==> config.mk <==
export PLATFORM = sky130hd
export DESIGN_NAME = srl_loader
export DESIGN_NICKNAME = d
export VERILOG_FILES = /design/src/rtl/srl_pkg.sv /design/src/rtl/srl_tick.sv /design/src/rtl/srl_shreg.sv /design/src/rtl/srl_seq.sv /design/src/rtl/srl_loader.sv
export SDC_FILE = /design/constraint.sdc
export NUM_CORES = 1
export LEC_CHECK = 0
export ABC_AREA = 1
export BUFFER_PORTS_ARGS = -buffer_cell sky130_fd_sc_hd__buf_2
export CAP_MARGIN = 20
export CORE_MARGIN = 1
export CORE_UTILIZATION = 25
export CTS_BUF_LIST = sky130_fd_sc_hd__clkbuf_4
export DETAILED_ROUTE_END_ITERATION = 12
export PLACE_DENSITY = 0.53
export SYNTH_ARGS = -nofsm -noshare
export SYNTH_HDL_FRONTEND = slang
export SYNTH_SLANG_ARGS = --single-unit
==> constraint.sdc <==
create_clock -name clk -period 3.1 [get_ports clk]
set_input_delay 0.155 -clock clk [delete_from_list [all_inputs] [get_ports clk]]
set_output_delay 0.155 -clock clk [all_outputs]
set_load 0.02 [all_outputs]
==> src/rtl/srl_pkg.sv <==
// Package: shared types and constants for the serial register loader.
// Assumes a 4-bit chip address bus with fixed register codes.
package srl_pkg;

    localparam int ADDR_W = 4;

    // Address codes that route the serial clock to each chip register.
    localparam logic [ADDR_W-1:0] CODE_CFG = 4'b1100;
    localparam logic [ADDR_W-1:0] CODE_WSR = 4'b1101;

    // Sequencer states.
    typedef enum logic [1:0] {
        ST_IDLE   = 2'd0,
        ST_SETUP  = 2'd1,
        ST_STROBE = 2'd2,
        ST_GUARD  = 2'd3
    } srl_state_e;

    // Maps a target select onto its address code.
    function automatic logic [ADDR_W-1:0] code_for(input logic tgt);
        return tgt ? CODE_WSR : CODE_CFG;
    endfunction

endpackage

==> src/rtl/srl_tick.sv <==
// Module: half-period timer for the serial clock.
// While run is high it counts system clocks modulo HALF and pulses tick on
// the last count of each half period. While run is low it is held at zero,
// so every load starts on a half-period boundary.
module srl_tick #(
    parameter int HALF = 3
) (
    input  logic clk,
    input  logic rst_n,
    input  logic run,
    output logic tick
);
    localparam int CW = (HALF > 1) ? $clog2(HALF) : 1;
    localparam logic [CW-1:0] LAST = CW'(HALF - 1);

    logic [CW-1:0] cnt;

    // Half-period counter, cleared while idle.
    always_ff @(posedge clk) begin
        if (!rst_n || !run) begin
            cnt <= '0;
        end else if (cnt == LAST) begin
            cnt <= '0;
        end else begin
            cnt <= cnt + 1'b1;
        end
    end

    assign tick = run && (cnt == LAST);

endmodule

==> src/rtl/srl_shreg.sv <==
// Module: parallel-load, MSB-first output shift register.
// The output always shows the current most significant bit. A load takes
// priority over a shift in the same cycle.
module srl_shreg #(
    parameter int W = 8
) (
    input  logic         clk,
    input  logic         rst_n,
    input  logic         load,
    input  logic [W-1:0] load_val,
    input  logic         shift,
    output logic         msb
);
    logic [W-1:0] sh;

    // Holds the outgoing byte; moves one place toward the MSB per shift.
    always_ff @(posedge clk) begin
        if (!rst_n) begin
            sh <= '0;
        end else if (load) begin
            sh <= load_val;
        end else if (shift) begin
            sh <= {sh[W-2:0], 1'b0};
        end
    end

    assign msb = sh[W-1];

endmodule

==> src/rtl/srl_seq.sv <==
// Module: load sequencer.
// Steps through idle, setup (one low half period with the address and first
// bit settled), strobe (2*W-1 alternating half periods starting high, so W
// high pulses) and guard (one low half period), advancing on each tick.
// Assumes tick is aligned to the state changes (timer cleared while idle).
module srl_seq
    import srl_pkg::*;
#(
    parameter int W = 8
) (
    input  logic       clk,
    input  logic       rst_n,
    input  logic       req_valid,
    input  logic       req_target,
    input  logic       tick,
    output srl_state_e state,
    output logic       tgt,
    output logic       sclk,
    output logic       load,
    output logic       shift
);
    localparam int PHASES = 2 * W - 1;
    localparam int HW     = $clog2(PHASES);
    localparam logic [HW-1:0] LAST_PH = HW'(PHASES - 1);

    logic [HW-1:0] ph;
    logic          accept;

    assign accept = (state == ST_IDLE) && req_valid;
    assign load   = accept;
    // Shift on every falling serial clock inside the strobe phase.
    assign shift  = (state == ST_STROBE) && tick && sclk && (ph != LAST_PH);

    // State, half-phase index, serial clock level and latched target.
    always_ff @(posedge clk) begin
        if (!rst_n) begin
            state <= ST_IDLE;
            ph    <= '0;
            sclk  <= 1'b0;
            tgt   <= 1'b0;
        end else begin
            case (state)
                ST_IDLE: begin
                    if (accept) begin
                        state <= ST_SETUP;
                        tgt   <= req_target;
                        sclk  <= 1'b0;
                        ph    <= '0;
                    end
                end
                ST_SETUP: begin
                    if (tick) begin
                        state <= ST_STROBE;
                        sclk  <= 1'b1;
                        ph    <= '0;
                    end
                end
                ST_STROBE: begin
                    if (tick) begin
                        if (ph == LAST_PH) begin
                            state <= ST_GUARD;
                            sclk  <= 1'b0;
                        end else begin
                            ph   <= ph + 1'b1;
                            sclk <= ~sclk;
                        end
                    end
                end
                ST_GUARD: begin
                    if (tick) begin
                        state <= ST_IDLE;
                    end
                end
                default: state <= ST_IDLE;
            endcase
        end
    end

endmodule

==> src/rtl/srl_loader.sv <==
// Module: top of the serial register loader.
// Takes one request at a time, drives the address code of the selected
// register, holds the write gate low for the whole load and shifts the byte
// out MSB first. The sampling enable is passed through unchanged.
// Assumes HALF >= 1 and the 4-bit chip address bus from srl_pkg.
module srl_loader
    import srl_pkg::*;
#(
    parameter int               W        = 8,
    parameter int               HALF     = 3,
    parameter logic [ADDR_W-1:0] DEF_ADDR = 4'b0111
) (
    input  logic              clk,
    input  logic              rst_n,
    input  logic              req_valid,
    input  logic              req_target,
    input  logic [W-1:0]      req_data,
    input  logic              wr_gate_in,
    input  logic              run_en,
    output logic              busy,
    output logic [ADDR_W-1:0] addr,
    output logic              ser_dat,
    output logic              ser_clk,
    output logic              wr_gate,
    output logic              smp_en
);
    srl_state_e state;
    logic       tgt;
    logic       tick;
    logic       load;
    logic       shift;

    assign busy = (state != ST_IDLE);

    srl_tick #(.HALF(HALF)) u_tick (
        .clk   (clk),
        .rst_n (rst_n),
        .run   (busy),
        .tick  (tick)
    );

    srl_seq #(.W(W)) u_seq (
        .clk        (clk),
        .rst_n      (rst_n),
        .req_valid  (req_valid),
        .req_target (req_target),
        .tick       (tick),
        .state      (state),
        .tgt        (tgt),
        .sclk       (ser_clk),
        .load       (load),
        .shift      (shift)
    );

    srl_shreg #(.W(W)) u_shreg (
        .clk      (clk),
        .rst_n    (rst_n),
        .load     (load),
        .load_val (req_data),
        .shift    (shift),
        .msb      (ser_dat)
    );

    // Address bus: target code during a load, default readout code otherwise.
    always_comb begin
        addr = busy ? code_for(tgt) : DEF_ADDR;
    end

    // Write gate forced low during a load; the sampling enable passes through.
    always_comb begin
        wr_gate = busy ? 1'b0 : wr_gate_in;
        smp_en  = run_en;
    end

endmodule

**Yosys cells after proc, flatten, opt, wreduce, memory -nomap -nowiden**

Cells that the tools add are included.

- Flip-flop bits (word level): 18
- Bits of input ports: 14
- Output and inout port bits: 9

- $add $sub $neg: 2
- Equality and inequality tests: 12
- Multiplexer cells: 21
- Bitwise operators: 1
- Reductions and logical operators: 17

Operators by type and width:

| cell | count |
|---|---|
| 4-bit two-way mux | 5 |
| 8-bit two-way mux | 2 |
| 4-bit one-hot mux with 3 select lines | 1 |
| 2-bit two-way mux | 5 |
| 5-bit AND reduction | 2 |
| 2-bit one-hot mux with 4 select lines | 1 |
| 2-bit equality test, second input constant | 3 |
| 1-bit two-way mux | 6 |
| 2-bit by 1-bit != test with 1-bit output, second input constant | 3 |
| 2-bit != test, second input constant | 3 |
| 1-bit logical AND | 5 |
| 4-bit by 1-bit adder with 4-bit output, second input constant | 1 |
| 4-bit equality test, second input constant | 1 |
| 4-bit != test, second input constant | 1 |
| 4-bit AND reduction | 1 |
| 2-bit nonzero test | 2 |
| 1-bit one-hot mux with 3 select lines | 1 |
| 3-bit nonzero test | 1 |
| 2-bit by 1-bit adder with 2-bit output, second input constant | 1 |
| 2-bit by 1-bit equality test with 1-bit output, second input constant | 1 |
| 1-bit logical NOT | 2 |
| 2-bit logical NOT | 1 |
| 2-bit AND reduction | 1 |
| 2-bit OR reduction | 1 |
| other kinds (2) | 2 |

**Depth between registers and ports, before layout**

Gate-level depths: netlist of the first run.

- Depth after elaboration: 7
- Gate-level depth with buffers: 11

**Modules after synthesis**

Synthesis of the first run repeated with hierarchy kept, for this count alone.

- Cells, all modules: 172
- Area, all modules: 1,183.6 um^2

Modules (own cells, without submodules):

| module | times used | cells an instance | area each (um^2) | sequential area each (um^2) |
|---|---|---|---|---|
| srl_seq | 1 | 91 | 645.6 | 160.2 |
| srl_shreg | 1 | 60 | 399.1 | 160.2 |
| srl_tick | 1 | 9 | 77.6 | 40.0 |
| srl_loader | 1 | 12 | 61.3 | 0.0 |

**Least setup slack after synthesis of the first run**

OpenSTA, ideal clock, no wires.

- Kind: flip-flop to flip-flop
- Start: register u_seq.state[0]
- End: register u_seq.ph[3]
- Setup time: 0.113 ns
- Data arrival time: 1.408 ns
- Setup slack: 1.579 ns
- Cell stages (with the launch flop): 11
- Buffers on the path: 0
- Cell sequence: dfxtp_1 -> inv_1 -> ha_1 -> inv_2 -> nand2_4 -> nand2_4 -> nand2_4 -> nor2_4 -> nand2_4 -> nor2_1 -> nor2_1

- Longest elaborated chain between the ends: 4

Ends and longest elaborated chain:

| item | RTL line | RTL |
|---|---|---|
| start, declared | srl_seq.sv:16 | `output srl_state_e state,` |
| start signal, assigned | srl_seq.sv:37 | `state <= ST_IDLE;` |
| start signal, assigned | srl_seq.sv:45 | `state <= ST_SETUP;` |
| start signal, assigned | srl_seq.sv:53 | `state <= ST_STROBE;` |
| 2-bit nonzero test (*) | srl_loader.sv:33 | `assign busy = (state != ST_IDLE);` |
| via busy | srl_loader.sv:20 | `output logic busy,` |
| 1-bit logical AND (*) | srl_tick.sv:29 | `assign tick = run && (cnt == LAST);` |
| 2-bit by 1-bit != test with 1-bit output (no source line) | - |  |
| 5-bit AND reduction (no source line) (*) | - |  |
| end signal, assigned | srl_seq.sv:64 | `ph <= ph + 1'b1;` |
| end, declared | srl_seq.sv:26 | `logic [HW-1:0] ph;` |

Mark *: on every way through the listed nets, which the timed path passes. The rest lies on a longest branch.
A chain may end at the register's enable or synchronous reset.

**Worst setup path after layout of the first run**

- Start: register u_seq.state[0]
- End: register u_seq.ph[3]

- Longest elaborated chain between the ends: 4

Ends and longest elaborated chain:

| item | RTL line |
|---|---|
| 2-bit nonzero test / 2-bit logical NOT (equally long branches) | srl_loader.sv:33, srl_seq.sv:29, srl_seq.sv:42 |
| 1-bit logical AND (on tied branches) | srl_tick.sv:29, srl_seq.sv:29 |
| 2-bit by 1-bit != test with 1-bit output (no source line) / 2-bit != test (equally long branches) | - |
| 5-bit AND reduction (no source line) | - |

Parallel ways exist; a longest one is shown, timed or not.

==> flow_summary.ini, run 1 <==
[die]
dieArea_mm2 = 0.00498
initial_core_util_pct = 26.4
core_area_mm2 = 0.00444
die_x_um = 70.6
ios = 23
rows = 24
die_h_um = 70.6

[finish]
final_common_cell = nand2_1
instances_no_fill = 242
drive_gt1_share_pct = 21.6
nNetsFinal = 215
fin_util_pct = 29.7
num_antenna_cells = 0
final_area_mm2 = 0.00132
syn_to_final_growth_pct = 12.5
layout_common_cells = nand2_1 (53), buf_2 (19), dfxtp_1 (18), inv_1 (17), nor2_1 (17)

[clock_tree]
clk_root_buffer_cell = clkbuf_4
clk-insertion-delay-late_ns = 0.30
cts_max_path_buffers = 2
cts_buffers = 3
path_clk_slew_ns = 0.11
cts_resized = 0
h-tree-depth = 1
hold_buffers = 0
cts_setup_buffers = 0
clock-sinks = 18
cts_tree = done

[timing]
slew_violations = 0
rsz0062_at_grt = no
period_share_pct = 52.2
hold_ws_ns = 0.107
fin_crit_ns = 1.62
finalHoldViolCount = 0
max_clock_freq_ghz = 0.617
setup_viol = 0
skew_ns = 0.00457
timing.setup.tns_ns = 0

[global_routing]
antenna_found_initial = 0
grt_first_pass_wirelength_um = 4110
first_global_vias = 935
overflow = 0
grtUsageTotal_pct = 10.4
grt_max_degree = 18

[routing]
remaining_drc_errors = 6
wl_um = 2330
drt_pass1_iterations = 8
wl_per_cell_um = 9.62
ant_nets = 0
vias = 1044
drt_iter0_markers = 51
viasPerCell = 4.31

[placement]
numPlacedInstances = 238
place.gp.congestion = 0.798
hpwl_um = 1820
io_buffer_count = 19
dpl_cell_area_mm2 = 0.00129

[worst_setup_path]
critical_path_arrival_ns = 1.82
slowest_delay_ns = 0.42
worstPathBufferInverterCount = 2
crit_family = simple AND/OR/NAND/NOR gates
worstSetupStartpointType = flip-flop
cp_max_fo = 5
crit_top_cell = nand2_4
critPathCaptureType = flip-flop
slowest_stage = dfxtp_1
required_ns = 3.31
crit_chain = inv_1 > ha_1 > inv_2 > nand2_4 > nand2_4 > nand2_4 > nor2_4 > nand2_4 > nor2_1 > nor2_1
crit_type = reg -> reg

[synth]
synthCells = 173
synth.distinct_cells = 18
synth.cell_area_mm2 = 0.00117
yosysSeqAreaShare_pct = 30.7
ys_warn_count = 0
yosysTopAreaCell = dfxtp_1
ys_top_cells_by_area = dfxtp_1 (31%), nand2_1 (17%), ha_1 (11%)
synth_nets = 197
synth_top_area_share_pct = 30.7
synth_seq_cells = 18
avgSynthCellArea_um2 = 6.79

[pwr]
p_leak_nw = 0.654
ir_drop_mv = 0.235
p_per_area_mw_per_mm2 = 754

[min_path]
hold_class = in -> reg

[run_status]
status = finished with violations
failed_checks = DRC

[job]
maxCapViolations = 0
==> worst min-delay path: stages <==
cell and delay (ns):
buf_2 0.10, nand2_1 0.06, a21oi_1 0.06
==> sequential cells by signal, summed over array words and instances, names as in the netlist <==
register,cells
u_seq.ph,4
u_seq.sclk,1
u_seq.state,2
u_seq.tgt,1
u_shreg.sh,8
u_tick.cnt,2
==> worst paths after layout <==
check,from,endpoint,slack [ns],depth (start not counted)
max,u_seq.state[0],u_seq.ph[3],1.48,10
min,req_data[0],u_shreg.sh[0],0.11,3
max reg2reg,u_seq.state[0],u_seq.ph[3],1.48,10
min reg2reg,u_tick.cnt[0],u_tick.cnt[0],0.42,1
==> cells by family after synthesis <==
group	after synthesis	share of synthesized area (%)
fa+ha+maj	10	10.6
compound gates	13	5.54
xor+xnor	1	0.746
buf+inv	29	10.8
flops	18	30.7
other cells	1	0.319
simple gates	101	41.3
==> final cells by class <==
class / instances / area [um^2]
clock buffer: 3 / 22.5
clock inverter: 1 / 3.75
fill: 505 / 3120
inverter: 23 / 86.3
multi-input combinational: 126 / 688
sequential: 18 / 360
tap: 52 / 65.1
timing repair buffer: 19 / 95.1
==> through the flow <==
stage / setup WS (ns) / power, mW
finish: 1.48 / 0.997
global route: 1.28 / 1.11
CTS: 1.46 / 1.01
detailed placement: 1.48 / 0.883
global placement: 1.51 / 0.887
floorplan: 1.58 / 0.777
==> cells in the mapped netlist <==
cell type / number
nand3_1: 14
inv_2: 6
conb_1: 1
dfxtp_1: 18
nand2_4: 5
nand2_2: 5
nand3_4: 1
inv_1: 17
ha_1: 10
nor2_1: 17
nand2_1: 53
nand4_1: 4
buf_2: 2
o21ai_0: 2
nor2_4: 2
a21oi_1: 11
xor2_1: 1
buf_4: 4
==> routing by layer <==
layer,part of all wire [%],vias up,wire length [um],track usage (%)
met5,0,-,0,0
met4,0.64,0,15,2.00
li1,-,566,-,-
met1,47,461,1090,13.5
met2,47,15,1100,16.7
met3,4.9,2,115,3.99
==> power breakdown <==
group	switching, mW	total (mW)	internal, mW	leakage, nW
Sequential	0.0387	0.322	0.283	0.147
Combinational	0.358	0.548	0.190	0.491
Clock	0.0793	0.126	0.0469	0.0154
Total	0.476	0.997	0.520	0.654
Note: power is estimated with default switching activity, not from simulation.
==> inputs of run 2 (changes only) <==
==> constraint.sdc (replaced) <==
create_clock -name clk -period 1.7 [get_ports clk]
set_input_delay 0.085 -clock clk [delete_from_list [all_inputs] [get_ports clk]]
set_output_delay 0.085 -clock clk [all_outputs]
set_load 0.02 [all_outputs]
==> run 2 against run 1 <==
The flow still finishes with violations (DRC). Critical path depth shrank 2. Largest power group unchanged. Largest cell class unchanged. Final area is 1.9% higher. Setup slack worse by 1.3 ns. Fmax increased by 8.0%. Core utilization grew 0.56 points. Via count shrank 2.8%. Sequential power increased by 83%. Sequential cell count unchanged. Clock skew hardly changed. Final cell count up 0.41%. Worst hold slack got worse by 0.080 ns. Sequential share of layout area is 0.32 points lower.
==> flow_summary.ini, run 2 (synthesized netlist as in run 1, its figures left out) <==
[finish]
final_common_cell = nand2_1
top_register = u_shreg.sh
instances_no_fill = 243
drive_gt1_share_pct = 23.6
num_antenna_cells = 0
layout_common_cells = nand2_1 (53), buf_2 (19), inv_1 (17), nor2_1 (17), dfxtp_1 (16)
largest_reg_flops = 8
reg.largest.list = u_shreg.sh x8, u_seq.ph x4
nNetsFinal = 216
syn_to_final_growth_pct = 14.6

[timing]
setup_viol = 0
slew_violations = 0
finalWorstSetupSlack_ns = 0.200
finalHoldViolCount = 0
timing.setup.tns_ns = 0
skew_ns = 0.00416
fin_crit_ns = 1.50
rsz0062_at_grt = no
period_share_pct = 88.2
max_clock_freq_ghz = 0.667
hold_ws_ns = 0.0266

[worst_setup_path]
slowest_stage = dfxtp_2
crit_chain = inv_1 > ha_1 > nand2_4 > nand2_4 > nor2_4 > nand2_4 > nor2_1 > nor2_1
worstSetupStartpointType = flip-flop
critPathCaptureType = flip-flop
critical_path_arrival_ns = 1.71
required_ns = 1.91
crit_type = reg -> reg
slowest_delay_ns = 0.38
crit_top_cell = nand2_4
cp_max_fo = 7

[global_routing]
first_global_vias = 967
overflow = 0
grt_max_degree = 12
grt_first_pass_wirelength_um = 4090
antenna_found_initial = 0
grtUsageTotal_pct = 10.3

[routing]
remaining_drc_errors = 6
drt_pass1_iterations = 8
wl_um = 2280
wl_per_cell_um = 9.37
viasPerCell = 4.18
vias = 1015
drt_iter0_markers = 46
ant_nets = 0

[die]
rows = 24
die_h_um = 70.6
die_x_um = 70.6
core_area_mm2 = 0.00444
initial_core_util_pct = 26.4
ios = 23
dieArea_mm2 = 0.00498

[clock_tree]
clk-insertion-delay-late_ns = 0.30
cts_tree = done
cts_buffers = 3
clk_root_buffer_cell = clkbuf_4
clock-sinks = 18
cts_max_path_buffers = 2
path_clk_slew_ns = 0.11
h-tree-depth = 1

[placement]
numPlacedInstances = 239
place.gp.congestion = 0.752
hpwl_um = 1820
place_ws_ns = 0.0779
io_buffer_count = 19

[min_path]
hold_class = in -> reg

[pwr]
power.switching_mw = 0.867
p_per_area_mw_per_mm2 = 1380
p_leak_nw = 0.663
clkPwrFrac_pct = 12.3
swShare_pct = 46.8
internal-power_mw = 0.984
ir_drop_mv = 0.358
combinationalPowerShare_pct = 55.8
finalPower_mw = 1.85
seq_power_share_pct = 31.9

[job]
maxCapViolations = 0

[run_status]
status = finished with violations
failed_checks = DRC
run 2: cell types whose count changed in the layout (fill, tap and decap cells not counted), sizes merged:
cell  previous run  this run
buf             19        20
run 2: layout make-up:
| class | count | area [um^2] |
|---|---|---|
| Sequential cell | 18 | 363 |
| Clock inverter | 1 | 3.75 |
| Fill cell | 502 | 3100 |
| Clock buffer | 3 | 22.5 |
| Timing Repair Buffer | 20 | 115 |
| Inverter | 23 | 86.3 |
| Tap cell | 52 | 65.1 |
| Multi-Input combinational cell | 126 | 691 |
run 2: per-layer routing:
metal | share of wire, % | track usage [%] | vias up
li1 | - | - | 565
met1 | 48 | 12.8 | 430
met2 | 46 | 17.5 | 16
met3 | 4.5 | 2.28 | 4
met4 | 1.5 | 4.00 | 0
met5 | 0 | 0 | -
run 2: critical path, delay by kind of cell (launching register included):
| kind | cells | cell delay (ns) |
|---|---|---|
| adder cells (fa/ha/maj) | 1 | 0.35 |
| buffers and inverters | 1 | 0.10 |
| flip-flops | 1 | 0.38 |
| AND/OR/NAND/NOR | 6 | 0.59 |
run 2: what timing repair did:
action	CTS	global route
setup endpoints to repair	0	14
gates resized for setup	0	3
buffers inserted	0	0
hold buffers	0	0
hold endpoints to repair	0	0
run 2: stage by stage:
stage	utilization (%)	cell area, um^2
finish	30.3	1350
global placement	29.6	1320
CTS	30.2	1340
detailed placement	29.6	1320
global route	30.3	1350
floorplan	-	1170
run 2: final timing paths:
| kind | startpoint | to | slack, ns | depth (start not counted) |
|---|---|---|---|---|
| hold reg to reg | u_tick.cnt[0] | u_tick.cnt[0] | 0.41 | 1 |
| setup / recovery | u_seq.state[0] | u_seq.ph[3] | 0.20 | 8 |
| hold / removal | req_data[0] | u_shreg.sh[0] | 0.03 | 3 |
| setup reg to reg | u_seq.state[0] | u_seq.ph[3] | 0.20 | 8 |
run 2: power by group through the flow:
stage | registers, mW | logic, mW | clock network [mW]
finish | 0.590 | 1.03 | 0.228
global route | 0.609 | 1.19 | 0.264
CTS | 0.589 | 1.04 | 0.244
detailed placement | 0.599 | 1.04 | 0
global placement | 0.598 | 1.05 | 0
floorplan | 0.594 | 0.824 | 0
==> inputs of run 3 (changes only) <==
--- a/config.mk
+++ b/config.mk
@@ -8,6 +8,7 @@
 export ABC_AREA = 1
 export BUFFER_PORTS_ARGS = -buffer_cell sky130_fd_sc_hd__buf_2
 export CAP_MARGIN = 20
+export CORE_ASPECT_RATIO = 0.7
 export CORE_MARGIN = 1
 export CORE_UTILIZATION = 25
 export CTS_BUF_LIST = sky130_fd_sc_hd__clkbuf_4
==> run 3 against run 2 <==
The run now ends clean. Critical path depth grew 1. Fmax shrank 0.92%. Worst hold slack gained 0.0080 ns.
==> flow_summary.ini, run 3 (synthesized netlist as in run 1, its figures left out) <==
[finish]
drive_gt1_share_pct = 23.6
fillers = 464
syn_to_final_growth_pct = 15.1
largest_reg_flops = 8
top_register = u_shreg.sh
nNetsFinal = 217
final_common_cell = nand2_1
reg.largest.list = u_shreg.sh x8, u_seq.ph x4
fin_util_pct = 30.5
num_antenna_cells = 0
layout_common_cells = nand2_1 (53), buf_2 (19), inv_1 (17), nor2_1 (17), dfxtp_1 (17)
final_area_mm2 = 0.00135

[die]
rows = 20
die_x_um = 83.9
core_area_mm2 = 0.00443
dieArea_mm2 = 0.00498
ios = 23
initial_core_util_pct = 26.5
die_h_um = 59.4

[worst_setup_path]
worstRegToRegCells = 9
crit_chain = inv_1 > ha_1 > inv_2 > nand2_2 > nor2_4 > nand3_4 > nand2_4 > nand2_1 > a21oi_1
required_ns = 1.93
cp_max_fo = 9
critPathCaptureType = flip-flop
slowest_delay_ns = 0.38
slowest_stage = dfxtp_2
worstSetupStartpointType = flip-flop
critical_path_arrival_ns = 1.75
r2r_setup_slack_ns = 0.19
regToRegEndpoint = u_shreg.sh[5]
crit_family = simple AND/OR/NAND/NOR gates
worstPathBufferInverterCount = 2
worstReg2RegStart = u_seq.state[1]
crit_type = reg -> reg

[timing]
period_share_pct = 89.1
setup_viol = 0
hold_ws_ns = 0.0346
slew_violations = 0
fin_crit_ns = 1.51
rsz0062_at_grt = no
max_clock_freq_ghz = 0.660
skew_ns = 0.00247
timing.setup.tns_ns = 0
finalHoldViolCount = 0

[routing]
drt_iter0_markers = 59
viasPerCell = 4.24
remaining_drc_errors = 0
vias = 1043
wl_per_cell_um = 10.0
drt_pass1_iterations = 4
ant_nets = 0
wl_um = 2460

[placement]
io_buffer_count = 19
place.gp.congestion = 0.819
hpwl_um = 1930
dpl_cell_area_mm2 = 0.00133

[clock_tree]
cts_tree = done
cts_max_path_buffers = 2
clock-sinks = 18
cts_setup_buffers = 0
clk-insertion-delay-late_ns = 0.29
hold_buffers = 0
path_clk_slew_ns = 0.10
clk_root_buffer_cell = clkbuf_4
h-tree-depth = 1
cts_buffers = 3
cts_resized = 0

[pwr]
ir_drop_mv = 0.480
p_leak_nw = 0.666
p_per_area_mw_per_mm2 = 1390
finalPower_mw = 1.88

[global_routing]
grt.busiest_layer = met1
grt_max_degree = 12
grtUsageTotal_pct = 10.7
use_met1_pct = 15.8
grtUsageMet2_pct = 14.8
overflow = 0
antenna_found_initial = 0
first_global_vias = 910
grt_first_pass_wirelength_um = 4250
met3_usage_pct = 3.06

[min_path]
holdPathEnd = u_shreg.sh[0]
min_from = req_data[0]
hold_class = in -> reg
worstHoldPathCells = 3

[job]
maxCapViolations = 0

[run_status]
status = finished, final reports clean
-- run 3: cell count changes in the layout (fill, tap and decap cells not counted), sizes merged --
cell    change
clkinv      -1
buf         +1
-- run 3: worst min-delay path, stage by stage --
cell and delay, ns:
buf_2 0.09, nand2_1 0.05, a21oi_1 0.06
-- run 3: cell type report --
type | count | area [um^2] | area share (%)
Timing Repair Buffer | 21 | 123 | 9.07
Tap cell | 55 | 68.8 | 5.09
Clock buffer | 3 | 22.5 | 1.67
Inverter | 23 | 86.3 | 6.38
Multi-Input combinational cell | 126 | 691 | 51.1
Sequential cell | 18 | 362 | 26.7
-- run 3: stage by stage --
step                      cells  setup slack [ns]
after floorplan             173             0.179
after global placement      243            0.0851
after global routing        246            0.0422
after CTS                   246            0.0689
final                       246             0.186
after detailed placement    243            0.0889
-- run 3: worst max path at each step --
stage                    from  slack (ns)            end  depth (start not counted)
6_report       u_seq.state[1]        0.19  u_shreg.sh[5]                          9
5_1_grt        u_seq.state[1]        0.04  u_shreg.sh[7]                          9
4_1_cts        u_seq.state[1]        0.07    u_seq.ph[3]                         10
3_5_place_dp   u_seq.state[1]        0.09    u_seq.ph[3]                         10
3_3_place_gp   u_seq.state[1]        0.09    u_seq.ph[3]                         10
2_1_floorplan  u_seq.state[0]        0.18    u_seq.ph[3]                         10
-- run 3: metal layers --
metal | wire length (um) | part of all wire [%]
met1 | 1420 | 57
met2 | 900 | 37
met3 | 119 | 4.8
met4 | 27 | 1.1
met5 | 0 | 0
-- run 3: power by group --
| part | internal (mW) | leakage [nW] | switching, mW | total (mW) |
|---|---|---|---|---|
| Sequential | 0.518 | 0.147 | 0.0652 | 0.583 |
| Combinational | 0.390 | 0.505 | 0.687 | 1.08 |
| Clock | 0.0825 | 0.0138 | 0.136 | 0.219 |
